[src/rtl/wdog_pkg.sv]
package wdog_pkg;

   localparam int unsigned BUS_W    = 32;
   localparam int unsigned RELOAD_W = 12;

   typedef enum logic [1:0] {
      SLOT_MODE = 2'd0,
      SLOT_CTRL = 2'd1,
      SLOT_KICK = 2'd2,
      SLOT_STAT = 2'd3
   } slot_e;

   localparam logic [11:0]      MODE_KEY  = 12'hABC;
   localparam logic [15:0]      CTRL_KEY  = 16'h0092;
   localparam logic [BUS_W-1:0] KICK_WORD = 32'h0000_1999;

   typedef struct packed {
      logic [1:0] plen;
      logic       irq_en;
      logic       rst_en;
      logic       en;
   } mode_t;

   typedef struct packed {
      logic [RELOAD_W-1:0] reload;
      logic [1:0]          sel;
   } ctrl_t;

endpackage

[src/rtl/wdog_regs.sv]
module wdog_regs
   import wdog_pkg::*;
#(
   parameter int unsigned ADDR_W = 4
) (
   input  logic              clk,
   input  logic              rst_n,
   input  logic              wr,
   input  logic [ADDR_W-1:0] addr,
   input  logic [BUS_W-1:0]  wdata,
   input  logic              tmo,
   output mode_t             mode_q,
   output ctrl_t             ctrl_q,
   output logic              kick_ok,
   output logic              en_rise,
   output logic [BUS_W-1:0]  rdata
);

   slot_e slot;
   logic  in_win;
   logic  hit_mode;
   logic  hit_ctrl;

   assign slot   = slot_e'(addr[3:2]);
   assign in_win = ((addr >> 4) == '0) && (addr[1:0] == 2'b00);

   assign hit_mode = wr && in_win && (slot == SLOT_MODE) && (wdata[23:12] == MODE_KEY);
   assign hit_ctrl = wr && in_win && (slot == SLOT_CTRL) && (wdata[31:16] == CTRL_KEY);
   assign kick_ok  = wr && in_win && (slot == SLOT_KICK) && (wdata == KICK_WORD);
   assign en_rise  = hit_mode && wdata[0] && !mode_q.en;

   always_ff @(posedge clk or negedge rst_n) begin
      if (!rst_n) begin
         mode_q <= '0;
         ctrl_q <= '{reload: {RELOAD_W{1'b1}}, sel: 2'd3};
      end else begin
         if (hit_mode) begin
            mode_q <= '{plen: wdata[5:4], irq_en: wdata[2], rst_en: wdata[1], en: wdata[0]};
         end
         if (hit_ctrl) begin
            ctrl_q <= '{reload: wdata[RELOAD_W+1:2], sel: wdata[1:0]};
         end
      end
   end

   always_comb begin
      rdata = '0;
      if (in_win) begin
         unique case (slot)
            SLOT_MODE: rdata = {26'd0, mode_q.plen, 1'b0, mode_q.irq_en, mode_q.rst_en, mode_q.en};
            SLOT_CTRL: rdata = {{(BUS_W-RELOAD_W-2){1'b0}}, ctrl_q.reload, ctrl_q.sel};
            SLOT_KICK: rdata = '0;
            SLOT_STAT: rdata = {{(BUS_W-1){1'b0}}, tmo};
         endcase
      end
   end

endmodule

[src/rtl/wdog_prescale.sv]
module wdog_prescale #(
   parameter int unsigned PS_LOG0 = 3,
   parameter int unsigned PS_LOG1 = 6,
   parameter int unsigned PS_LOG2 = 9,
   parameter int unsigned PS_LOG3 = 12,
   parameter int unsigned PRE_W   = 12
) (
   input  logic       clk,
   input  logic       rst_n,
   input  logic       run,
   input  logic       clear,
   input  logic [1:0] sel,
   output logic       tick
);

   function automatic int unsigned log_at(input int unsigned idx);
      case (idx)
         0:       return PS_LOG0;
         1:       return PS_LOG1;
         2:       return PS_LOG2;
         default: return PS_LOG3;
      endcase
   endfunction

   logic [PRE_W-1:0] pcnt;
   logic [3:0]       taps;

   for (genvar i = 0; i < 4; i++) begin : g_tap
      localparam int unsigned L = log_at(i);
      assign taps[i] = &pcnt[L-1:0];
   end

   assign tick = run && taps[sel];

   always_ff @(posedge clk or negedge rst_n) begin
      if (!rst_n) begin
         pcnt <= '0;
      end else if (clear) begin
         pcnt <= '0;
      end else if (run) begin
         pcnt <= pcnt + 1'b1;
      end
   end

endmodule

[src/rtl/wdog_count.sv]
module wdog_count #(
   parameter int unsigned RELOAD_W = 12,
   parameter int unsigned FINE_W   = 12,
   parameter int unsigned CNT_W    = RELOAD_W + FINE_W
) (
   input  logic                clk,
   input  logic                rst_n,
   input  logic                en,
   input  logic                load,
   input  logic                tick,
   input  logic [RELOAD_W-1:0] reload,
   output logic [CNT_W-1:0]    count_q,
   output logic                tmo_q,
   output logic                running,
   output logic                fire
);

   assign running = en && !tmo_q;
   assign fire    = running && tick && !load && (count_q <= CNT_W'(1));

   always_ff @(posedge clk or negedge rst_n) begin
      if (!rst_n) begin
         count_q <= '0;
         tmo_q   <= 1'b0;
      end else if (load) begin
         count_q <= {reload, {FINE_W{1'b0}}};
         tmo_q   <= 1'b0;
      end else if (fire) begin
         count_q <= '0;
         tmo_q   <= 1'b1;
      end else if (running && tick) begin
         count_q <= count_q - 1'b1;
      end
   end

endmodule

[src/rtl/wdog_pulse.sv]
module wdog_pulse #(
   parameter int unsigned LEN_W = 5
) (
   input  logic       clk,
   input  logic       rst_n,
   input  logic       fire,
   input  logic       arm,
   input  logic [1:0] plen,
   output logic       pulse
);

   logic [LEN_W-1:0] left;

   always_ff @(posedge clk or negedge rst_n) begin
      if (!rst_n) begin
         left <= '0;
      end else if (fire && arm) begin
         left <= LEN_W'(2) << plen;
      end else if (left != '0) begin
         left <= left - 1'b1;
      end
   end

   assign pulse = (left != '0);

endmodule

[src/rtl/key_watchdog.sv]
module key_watchdog
   import wdog_pkg::*;
#(
   parameter int unsigned ADDR_W  = 4,
   parameter int unsigned FINE_W  = 12,
   parameter int unsigned PS_LOG0 = 3,
   parameter int unsigned PS_LOG1 = 6,
   parameter int unsigned PS_LOG2 = 9,
   parameter int unsigned PS_LOG3 = 12
) (
   input  logic              clk,
   input  logic              rst_n,
   input  logic              bus_wr,
   input  logic [ADDR_W-1:0] bus_addr,
   input  logic [BUS_W-1:0]  bus_wdata,
   output logic [BUS_W-1:0]  bus_rdata,
   output logic              wdog_rst,
   output logic              wdog_irq
);

   localparam int unsigned CNT_W = RELOAD_W + FINE_W;
   localparam int unsigned PRE_W = PS_LOG3;
   localparam int unsigned LEN_W = 5;

   if (ADDR_W < 4) begin : g_bad_addr
      $error("ADDR_W must cover the four register slots");
   end
   if (FINE_W < 1 || FINE_W > 16) begin : g_bad_fine
      $error("FINE_W out of range 1..16");
   end
   if (PS_LOG0 < 1 || PS_LOG0 > PS_LOG1 || PS_LOG1 > PS_LOG2 || PS_LOG2 > PS_LOG3 || PS_LOG3 > 16) begin : g_bad_ps
      $error("prescaler exponents must rise and stay within 1..16");
   end

   mode_t             mode_q;
   ctrl_t             ctrl_q;
   logic              kick_ok;
   logic              en_rise;
   logic              load;
   logic              tick;
   logic              running;
   logic              fire;
   logic              tmo_q;
   logic [CNT_W-1:0]  count_q;

   assign load = kick_ok || en_rise;

   wdog_regs #(.ADDR_W(ADDR_W)) u_regs (
      .clk     (clk),
      .rst_n   (rst_n),
      .wr      (bus_wr),
      .addr    (bus_addr),
      .wdata   (bus_wdata),
      .tmo     (tmo_q),
      .mode_q  (mode_q),
      .ctrl_q  (ctrl_q),
      .kick_ok (kick_ok),
      .en_rise (en_rise),
      .rdata   (bus_rdata)
   );

   wdog_prescale #(
      .PS_LOG0 (PS_LOG0),
      .PS_LOG1 (PS_LOG1),
      .PS_LOG2 (PS_LOG2),
      .PS_LOG3 (PS_LOG3),
      .PRE_W   (PRE_W)
   ) u_pre (
      .clk   (clk),
      .rst_n (rst_n),
      .run   (running),
      .clear (load),
      .sel   (ctrl_q.sel),
      .tick  (tick)
   );

   wdog_count #(
      .RELOAD_W (RELOAD_W),
      .FINE_W   (FINE_W),
      .CNT_W    (CNT_W)
   ) u_cnt (
      .clk     (clk),
      .rst_n   (rst_n),
      .en      (mode_q.en),
      .load    (load),
      .tick    (tick),
      .reload  (ctrl_q.reload),
      .count_q (count_q),
      .tmo_q   (tmo_q),
      .running (running),
      .fire    (fire)
   );

   wdog_pulse #(.LEN_W(LEN_W)) u_pulse (
      .clk   (clk),
      .rst_n (rst_n),
      .fire  (fire),
      .arm   (mode_q.rst_en),
      .plen  (mode_q.plen),
      .pulse (wdog_rst)
   );

   assign wdog_irq = mode_q.irq_en && tmo_q;

endmodule

[config.mk]
export PLATFORM = sky130hd
export DESIGN_NAME = key_watchdog
export DESIGN_NICKNAME = d
export VERILOG_FILES = /design/src/rtl/wdog_pkg.sv /design/src/rtl/wdog_regs.sv /design/src/rtl/wdog_prescale.sv /design/src/rtl/wdog_count.sv /design/src/rtl/wdog_pulse.sv /design/src/rtl/key_watchdog.sv
export SDC_FILE = /design/constraint.sdc
export NUM_CORES = 1
export LEC_CHECK = 0
export CAP_MARGIN = 10
export CORE_MARGIN = 5
export CORE_UTILIZATION = 25
export DETAILED_ROUTE_END_ITERATION = 10
export RECOVER_POWER = 50
export SLEW_MARGIN = 15
export SYNTH_ARGS = -nofsm -noshare
export SYNTH_HDL_FRONTEND = slang
export SYNTH_SLANG_ARGS = --single-unit
export TNS_END_PERCENT = 1
[constraint.sdc]
create_clock -name clk -period 2.8 [get_ports clk]
set_clock_uncertainty 0.05 [all_clocks]
set_input_delay 0.7 -clock clk [delete_from_list [all_inputs] [get_ports clk]]
set_output_delay 0.7 -clock clk [all_outputs]
set_load 0.01 [all_outputs]
==> results of run 1 <==
==> synthesized netlist by cell type, drive strengths merged (2+ instances only) <==
cell	instances
a21oi	27
a22oi	6
a31oi	6
a32oi	3
and2	3
and3	13
buf	22
clkbuf	10
dfrtp	47
dfstp	14
ha	7
inv	12
mux2	20
mux2i	8
nand2	22
nand2b	3
nand3	11
nand4	4
nand4b	2
nor2	56
nor2b	6
nor3	16
nor4	16
nor4b	2
o211ai	2
o21ai	20
o31ai	3
or3	7
or4	7
xnor2	8
xor2	3
==> routing by layer <==
metal  wire length, um  track usage (%)
met5                 0                0
met4               173            5.021
met3               628            3.659
met2              4712            19.69
met1              4035            13.73
==> placed cells by master (no fill, tap or decap), types with 4 or more instances in the layout <==
cell,n
a21oi_1,27
a22oi_1,6
a31oi_1,6
and3_1,13
buf_2,7
buf_4,36
clkbuf_16,9
clkbuf_2,9
clkdlybuf4s50_1,38
clkinv_2,4
conb_1,18
dfrtp_1,47
dfstp_2,14
ha_1,7
inv_1,12
mux2_2,19
mux2i_1,8
nand2_1,22
nand3_1,10
nand4_1,4
nor2_1,56
nor2b_1,6
nor3_1,15
nor4_1,13
o21ai_0,18
or3_1,7
or4_1,5
xnor2_1,8
==> logic make-up after synthesis <==
family	share of synthesized area [%]
simple gates	25.48
compound gates	11.74
flops	42.49
buf+inv	6.715
mux	8.402
xor+xnor	2.652
fa+ha+maj	2.410
other cells	0.1032
==> state kept, by name, indices dropped and copies added, names as in the netlist <==
signal and cells:
u_cnt.tmo_q 1, u_pre.pcnt 12, u_regs.mode_q 5, u_pulse.left 5, u_cnt.count_q 24, u_regs.ctrl_q 14
==> through the flow <==
stage	hold slack [ns]	utilization [%]
after floorplan	0.3544	-
after global placement	0.4496	32.09
after detailed placement	0.4707	32.09
after CTS	0.4831	34.09
after global routing	0.4936	33.90
final	0.4828	33.90
==> worst paths after layout <==
path / startpoint / to / slack, ns / depth (start not counted)
setup reg to reg: u_cnt.count_q[10]$_DFFE_PN0P_ / u_pulse.left[1]$_DFFE_PN0P_ / 0.16 / 6
min in group asynchronous: rst_n / u_regs.mode_q[2]$_DFFE_PN0N_ / 0.77 / 2
setup / recovery: bus_addr[0] / bus_rdata[5] / 0.09 / 5
hold reg to reg: u_regs.mode_q[2]$_DFFE_PN0N_ / u_regs.mode_q[2]$_DFFE_PN0N_ / 0.48 / 1
max in group asynchronous: rst_n / u_cnt.count_q[0]$_DFFE_PN0P_ / 1.03 / 2
hold / removal: u_regs.mode_q[2]$_DFFE_PN0N_ / u_regs.mode_q[2]$_DFFE_PN0N_ / 0.48 / 1
==> power by group through the flow <==
stage / sequential, mW / combinational [mW] / clock, mW
final: 0.884 / 0.135 / 1.01
after CTS: 0.884 / 0.136 / 1.03
after global routing: 0.883 / 0.147 / 1.08
after detailed placement: 0.898 / 0.132 / 0
after global placement: 0.898 / 0.130 / 0
after floorplan: 0.898 / 0.0448 / 0
==> layout make-up <==
class	count	area [um2]	share of cell area, %
multi-input combinational	309	1954	40.12
sequential	61	1544	31.70
timing repair buffer	97	827.0	16.98
clock buffer	11	242.7	4.983
tap	184	230.2	4.726
inverter	12	45.04	0.9247
clock inverter	5	27.53	0.5651
==> timing repair <==
| action | in CTS | in global routing |
|---|---|---|
| gates cloned | 1 | 0 |
| pin swaps | 0 | 2 |
| setup endpoints to repair | 43 | 53 |
| resized for setup | 35 | 24 |
| buffers inserted | 0 | 1 |
==> summary.txt, run 1 <==
Yosys
  • Top_reg_cell synth: dfrtp_1
  • Post-synth ARST share: 100.0%
  • Cell area after synthesis: 0.003633 mm2
  • #FFs+latches synth: 61
  • Synth area leader: dfrtp_1
  • Top-area cell type share of the netlist area: 32.37%
  • EDFF count, synth: 0
  • Top cells by area, synth: dfrtp_1 (32%), dfstp_2 (10%), mux2_2 (5.9%)
  • Post-synthesis sequential area ratio: 42.49%
  • Synth Warn #: 0
  • Syn Inst Count: 397
  • Syn avg cell area: 9.152 um2
  • Netlist cell types: 51

Die
  • Boundary Pins: 73
  • Die width: 130.6 um
  • Die ar.: 0.01704 mm2
  • Core Box Area: 0.01437 mm2
  • Initial Util: 25.29%
  • Die height: 130.6 um
  • # rows: 44

Cells and area
  • Fill count: 1479
  • Layout cells sized above 1: 23.84%
  • Final instance area: 0.004871 mm2
  • Post-route insts no fill: 679
  • Synth-to-Final Area Change: 34.06%
  • Final nets: 536
  • Diodes inserted: 0

Power and ir drop
  • Sw frac: 22.44%
  • Clk network pwr share: 49.7%
  • Combinational power share: 6.7%
  • PnR Total Power: 2.028 mW
  • Peak VDD IR: 0.3063 mV
  • Sequential share of power: 43.6%
  • Internal: 1.573 mW
  • Pwr/cell area: 416.4 mW/mm2
  • Sw Pwr: 0.4550 mW
  • P_leak: 2.068 nW

STA
  • Count of pins over their slew limit: 62
  • TNS Setup: 0 ns
  • Post-route setup slack: 0.09270 ns
  • Slew HR: -0.8460%
  • RSZ-0062 raised after global routing: true
  • Final min period: 2.707 ns
  • Fin crit share: 96.69%
  • Setup-failing EPs final: 0
  • Hold Vio Cnt, Final: 0
  • Least-Margin Pin Slew: 1.513 ns
  • Fmax: 0.3694 GHz

Critical path
  • Worst Path Required: 2.05 ns
  • WS Path Type: primary input to primary output
  • Critical path's slowest cell: clkdlybuf4s50_1
  • Startpoint class of the critical path: primary input
  • Worst Setup End Kind: primary output
  • Bufs and invs on worst path: 3
  • Worst-path cell chain: clkdlybuf4s50_1 > or3_1 > buf_4 > nor2_1 > buf_2
  • Family with the most delay on the worst path: buffers and inverters
  • Crit path DAT: 1.96 ns
  • Largest stage delay, worst path: 0.45 ns
  • Worst-path fanout max: 4

Status
  • Failing checks: max-capacitance violations, max-slew violations
  • Status: complete, but fails checks

Routing
  • Routed via count: 3277
  • DRC: 0
  • Final ANT Viol Nets: 0
  • Routed Wire Length: 9549 um
  • DR pass1 iterations: 4
  • Drt first-iter violations: 211
  • Drt wl/cell: 14.06 um
  • Vias per inst: 4.826

GRT
  • GRT Total Usage: 11.69%
  • First-pass GRT wire length: 15830 um
  • Largest net degree at the start of global routing: 62
  • Global route overflow: 0
  • Number of antenna violations at the first check in global routing: 0
  • Vias in the first global route: 3330

Clock network
  • Clk_lat worst skew: 0.34 ns
  • H-tree depth: 3
  • Clk slew on worst S/H paths: 0.05 ns
  • CTS tree: built
  • CTS buffer count: 9
  • Clock buffer depth: 2
  • Root Driver: clkbuf_16
  • Cts hold-fix bufs: 0
  • CTS Sinks: 61

Placement
  • Placed instance area: 0.004611 mm2
  • Gpl congestion: 0.8234
  • Post-DP HPWL: 7042 um
  • Pre-CTS setup slack: -0.4237 ns
  • Number of cells after detailed placement: 661
  • IO buf count: 54

Min path
  • Min-Delay Path Class: register to register

Flow run
  • Maxcap violations: 1
Power figures use the tool's default switching activity.
==> run 2: changes to the inputs <==
--- a/config.mk
+++ b/config.mk
@@ -10,7 +10,7 @@
 export CORE_UTILIZATION = 25
 export DETAILED_ROUTE_END_ITERATION = 10
 export RECOVER_POWER = 50
-export SLEW_MARGIN = 15
+export SLEW_MARGIN = 20
 export SYNTH_ARGS = -nofsm -noshare
 export SYNTH_HDL_FRONTEND = slang
 export SYNTH_SLANG_ARGS = --single-unit
==> results of run 2 <==
No change in the layout: final DEF, timing and power equal those of run 1.
==> run 3: changes to the inputs <==
--- a/config.mk
+++ b/config.mk
@@ -7,11 +7,13 @@
 export LEC_CHECK = 0
 export CAP_MARGIN = 10
 export CORE_MARGIN = 5
-export CORE_UTILIZATION = 25
+export CORE_UTILIZATION = 45
 export DETAILED_ROUTE_END_ITERATION = 10
+export PLACE_DENSITY = 0.71
 export RECOVER_POWER = 50
 export SLEW_MARGIN = 20
 export SYNTH_ARGS = -nofsm -noshare
 export SYNTH_HDL_FRONTEND = slang
+export SYNTH_HIERARCHICAL = 1
 export SYNTH_SLANG_ARGS = --single-unit
 export TNS_END_PERCENT = 1
==> run 3 against run 2 <==
The flow finishes with violations (negative setup slack). Critical path type is now primary input to register. Worst hold slack got worse by 0.032 ns. Setup slack got worse by 0.33 ns. Die area is 41% lower. Wire length is 6.2% higher. Global-route usage grew 8.1 points. Flip-flop and latch count unchanged. Via count grew 2.2%. Sequential share of layout area fell by 1.6 points.
==> summary.txt, run 3 <==
Yosys
  • Top cells by area, synth: dfrtp_1 (32%), dfstp_2 (10%), mux2_2 (6.2%)
  • Top_reg_cell synth: dfrtp_1
  • EDFF count, synth: 0 (unchanged)
  • Synth Warn #: 6 (+6)
  • #FFs+latches synth: 61 (unchanged)
  • Post-synthesis sequential area ratio: 42.25% (-0.25 points)
  • Syn Inst Count: 371 (-6.5%)
  • Synth area leader: dfrtp_1
  • Post-synth ARST share: 100.0% (unchanged)
  • Syn avg cell area: 9.851 um2 (+7.6%)
  • Cell area after synthesis: 0.003655 mm2 (+0.59%)
  • Top-area cell type share of the netlist area: 32.18% (-0.19 points)
  • List of most frequent post-synthesis cells: dfrtp_1 (47), nor2_1 (34), mux2_2 (20)
  • Netlist cell types: 64 (+25%)
  • Most numerous cell in the Yosys netlist: dfrtp_1

Cells and area
  • Final nets: 540 (+0.75%)
  • Top reg by flops: u_cnt/count_q
  • Synth-to-Final Area Change: 40.43%
  • Max reg flops: 24 (unchanged)
  • Commonest non-fill, non-tap cells in the layout: buf_4 (65), dfrtp_1 (47), nor2_1 (33)
  • Finished Core Util: 65.74% (+32 points)
  • Commonest non-fill, non-tap cell in the layout: buf_4
  • Top flop regs: u_cnt/count_q x24, u_regs/ctrl_q x14, u_pre/pcnt x12
  • Layout cells sized above 1: 33.67% (+9.8 points)
  • Diodes inserted: 0 (unchanged)

Status
  • Failing checks: negative setup slack
  • Status: complete, but fails checks

Die
  • # rows: 32 (-27%)
  • Die ar.: 0.01002 mm2 (-41%)
  • Die height: 100.1 um (-23%)
  • Initial Util: 46.81% (+22 points)
  • Boundary Pins: 73 (unchanged)
  • Core Box Area: 0.007807 mm2 (-46%)
  • Die width: 100.1 um (-23%)

STA
  • Fmax: 0.3296 GHz (-11%)
  • Post-route setup slack: -0.2343 ns (-0.3270 ns)
  • Worst hold slack: 0.4511 ns (-0.03168 ns)
  • RSZ-0062 raised after global routing: true
  • Slew HR: 8.129% (+9.0 points)
  • Count of pins over their slew limit: 0 (-100%)
  • Hold Vio Cnt, Final: 0 (unchanged)
  • Final min period: 3.034 ns (+0.3270 ns)
  • Least-Margin Pin Slew: 1.378 ns (-0.1346 ns)
  • Setup-failing EPs final: 28 (+28)
  • Fin crit share: 108.4% (+12 points)
  • TNS Setup: -3.766 ns (-3.766 ns)

Clock network
  • CTS Sinks: 61 (unchanged)
  • H-tree depth: 3 (unchanged)
  • Cts hold-fix bufs: 0 (unchanged)
  • Clk slew on worst S/H paths: 0.07 ns (+0.02 ns)
  • Clk_lat worst skew: 0.34 ns (about the same)
  • CTS tree: built
  • CTS buffer count: 9 (unchanged)
  • Root Driver: clkbuf_8
  • Clock buffer depth: 2 (unchanged)

Critical path
  • R2R Setup Slk: -0.20 ns (-0.36 ns)
  • Worst Path Required: 2.96 ns (+0.91 ns)
  • Worst Setup End Kind: register
  • WS Path Type: primary input to register
  • Worst-path fanout max: 8 (+4)
  • Setup crit start: bus_wr
  • Startpoint class of the critical path: primary input
  • RR Startpoint: u_pre/pcnt[1]$_DFFE_PN0P_
  • Crit path DAT: 3.20 ns (+1.24 ns)

Routing
  • Vias per inst: 5.574 (+15%)
  • Final ANT Viol Nets: 0 (unchanged)
  • Wire length on met3: 575 um (-8.4%)
  • DRC: 0 (unchanged)
  • DR pass1 iterations: 5 (+1)
  • M1 wire length: 4130 um (+2.4%)
  • Routed Wire Length: 10140 um (+6.2%)
  • Top Layer Used: met4
  • Routed via count: 3350 (+2.2%)
  • Drt wl/cell: 16.87 um (+20%)
  • Met2 WL: 5215 um (+11%)
  • Drt first-iter violations: 267 (+27%)

Min path
  • Min-Delay Path Class: register to register
  • Worst hold start: u_cnt/count_q[17]$_DFFE_PN0P_

GRT
  • First-pass GRT wire length: 16010 um (+1.1%)
  • Number of antenna violations at the first check in global routing: 0 (unchanged)
  • Largest net degree at the start of global routing: 37 (-40%)
  • Global route overflow: 0 (unchanged)
  • GRT Total Usage: 19.84% (+8.1 points)
  • Vias in the first global route: 3373 (+1.3%)

Flow run
  • Maxcap violations: 0 (-1)

Power and ir drop
  • PnR Total Power: 1.728 mW (-15%)
  • Peak VDD IR: 0.2703 mV (-12%)
  • P_leak: 2.312 nW (+12%)
  • Pwr/cell area: 336.8 mW/mm2 (-19%)

Placement
  • IO buf count: 54 (unchanged)
  • Gpl congestion: 0.8999 (+9.3%)
  • Post-DP HPWL: 7271 um (+3.3%)
[run 3: critical path, stage by stage]
cell             delay (ns)
clkdlybuf4s50_1        0.40
nor3b_2                0.16
and4b_1                0.19
nand3_1                0.10
nor3b_2                0.06
or2_4                  0.25
nand4bb_4              0.25
nor4_4                 0.34
nand3_2                0.21
inv_2                  0.15
nand2_4                0.06
buf_8                  0.14
nand3_2                0.09
o311ai_4               0.10
[run 3: worst paths after layout]
path | to | depth (start not counted)
min reg2reg | u_cnt/count_q[17]$_DFFE_PN0P_ | 1
max in group asynchronous | u_cnt/count_q[18]$_DFFE_PN0P_ | 2
min in group asynchronous | u_pre/pcnt[8]$_DFFE_PN0P_ | 1
max | u_pulse/left[1]$_DFFE_PN0P_ | 14
max reg2reg | u_pulse/left[1]$_DFFE_PN0P_ | 16
min | u_cnt/count_q[17]$_DFFE_PN0P_ | 1
[run 3: routing by layer]
metal  up-vias  track usage (%)
met5         -                0
met3        17            2.641
met1      1638            24.98
met2       110            34.00
li1       1585                -
met4         0            8.601
[run 3: final cells by class]
cell class,count,area [um2]
clock buffers,14,172.7
clock inverters,1,5.005
fillers,610,2675
inverters,13,48.80
multi-input cells,285,2170
flip-flops and latches,61,1544
well taps,102,127.6
repair buffers,125,1065
[run 3: power breakdown]
part	switching, mW	leakage [nW]	total, mW	internal [mW]
Sequential	0.000184	0.718	0.883	0.883
Combinational	0.0660	1.50	0.138	0.0722
Clock	0.319	0.0926	0.707	0.388
[run 3: repair_timing]
action	CTS	global route
pin swaps	11	14
endpoints found under the hold margin	0	0
endpoints found under the setup margin	50	41
gates resized for setup	43	38
setup buffers	6	1
[run 3: metrics by stage]
step | worst slack, ns | cells | area (um2)
finish | -0.2343 | 601 | 5132
global route | -0.3852 | 601 | 5132
CTS | -0.1119 | 601 | 4995
detailed placement | -0.7108 | 580 | 4717
global placement | -0.5474 | 580 | 4717
floorplan | -0.1303 | 388 | 3736
[run 3: kinds of logic after synthesis]
logic type	Yosys count	share of synthesized area, %
simple gates	153	24.92
xor+xnor	14	3.355
buf+inv	42	6.642
other cells	1	0.1026
compound gates	64	11.74
mux	30	8.935
flops	61	42.25
fa+ha+maj	6	2.054
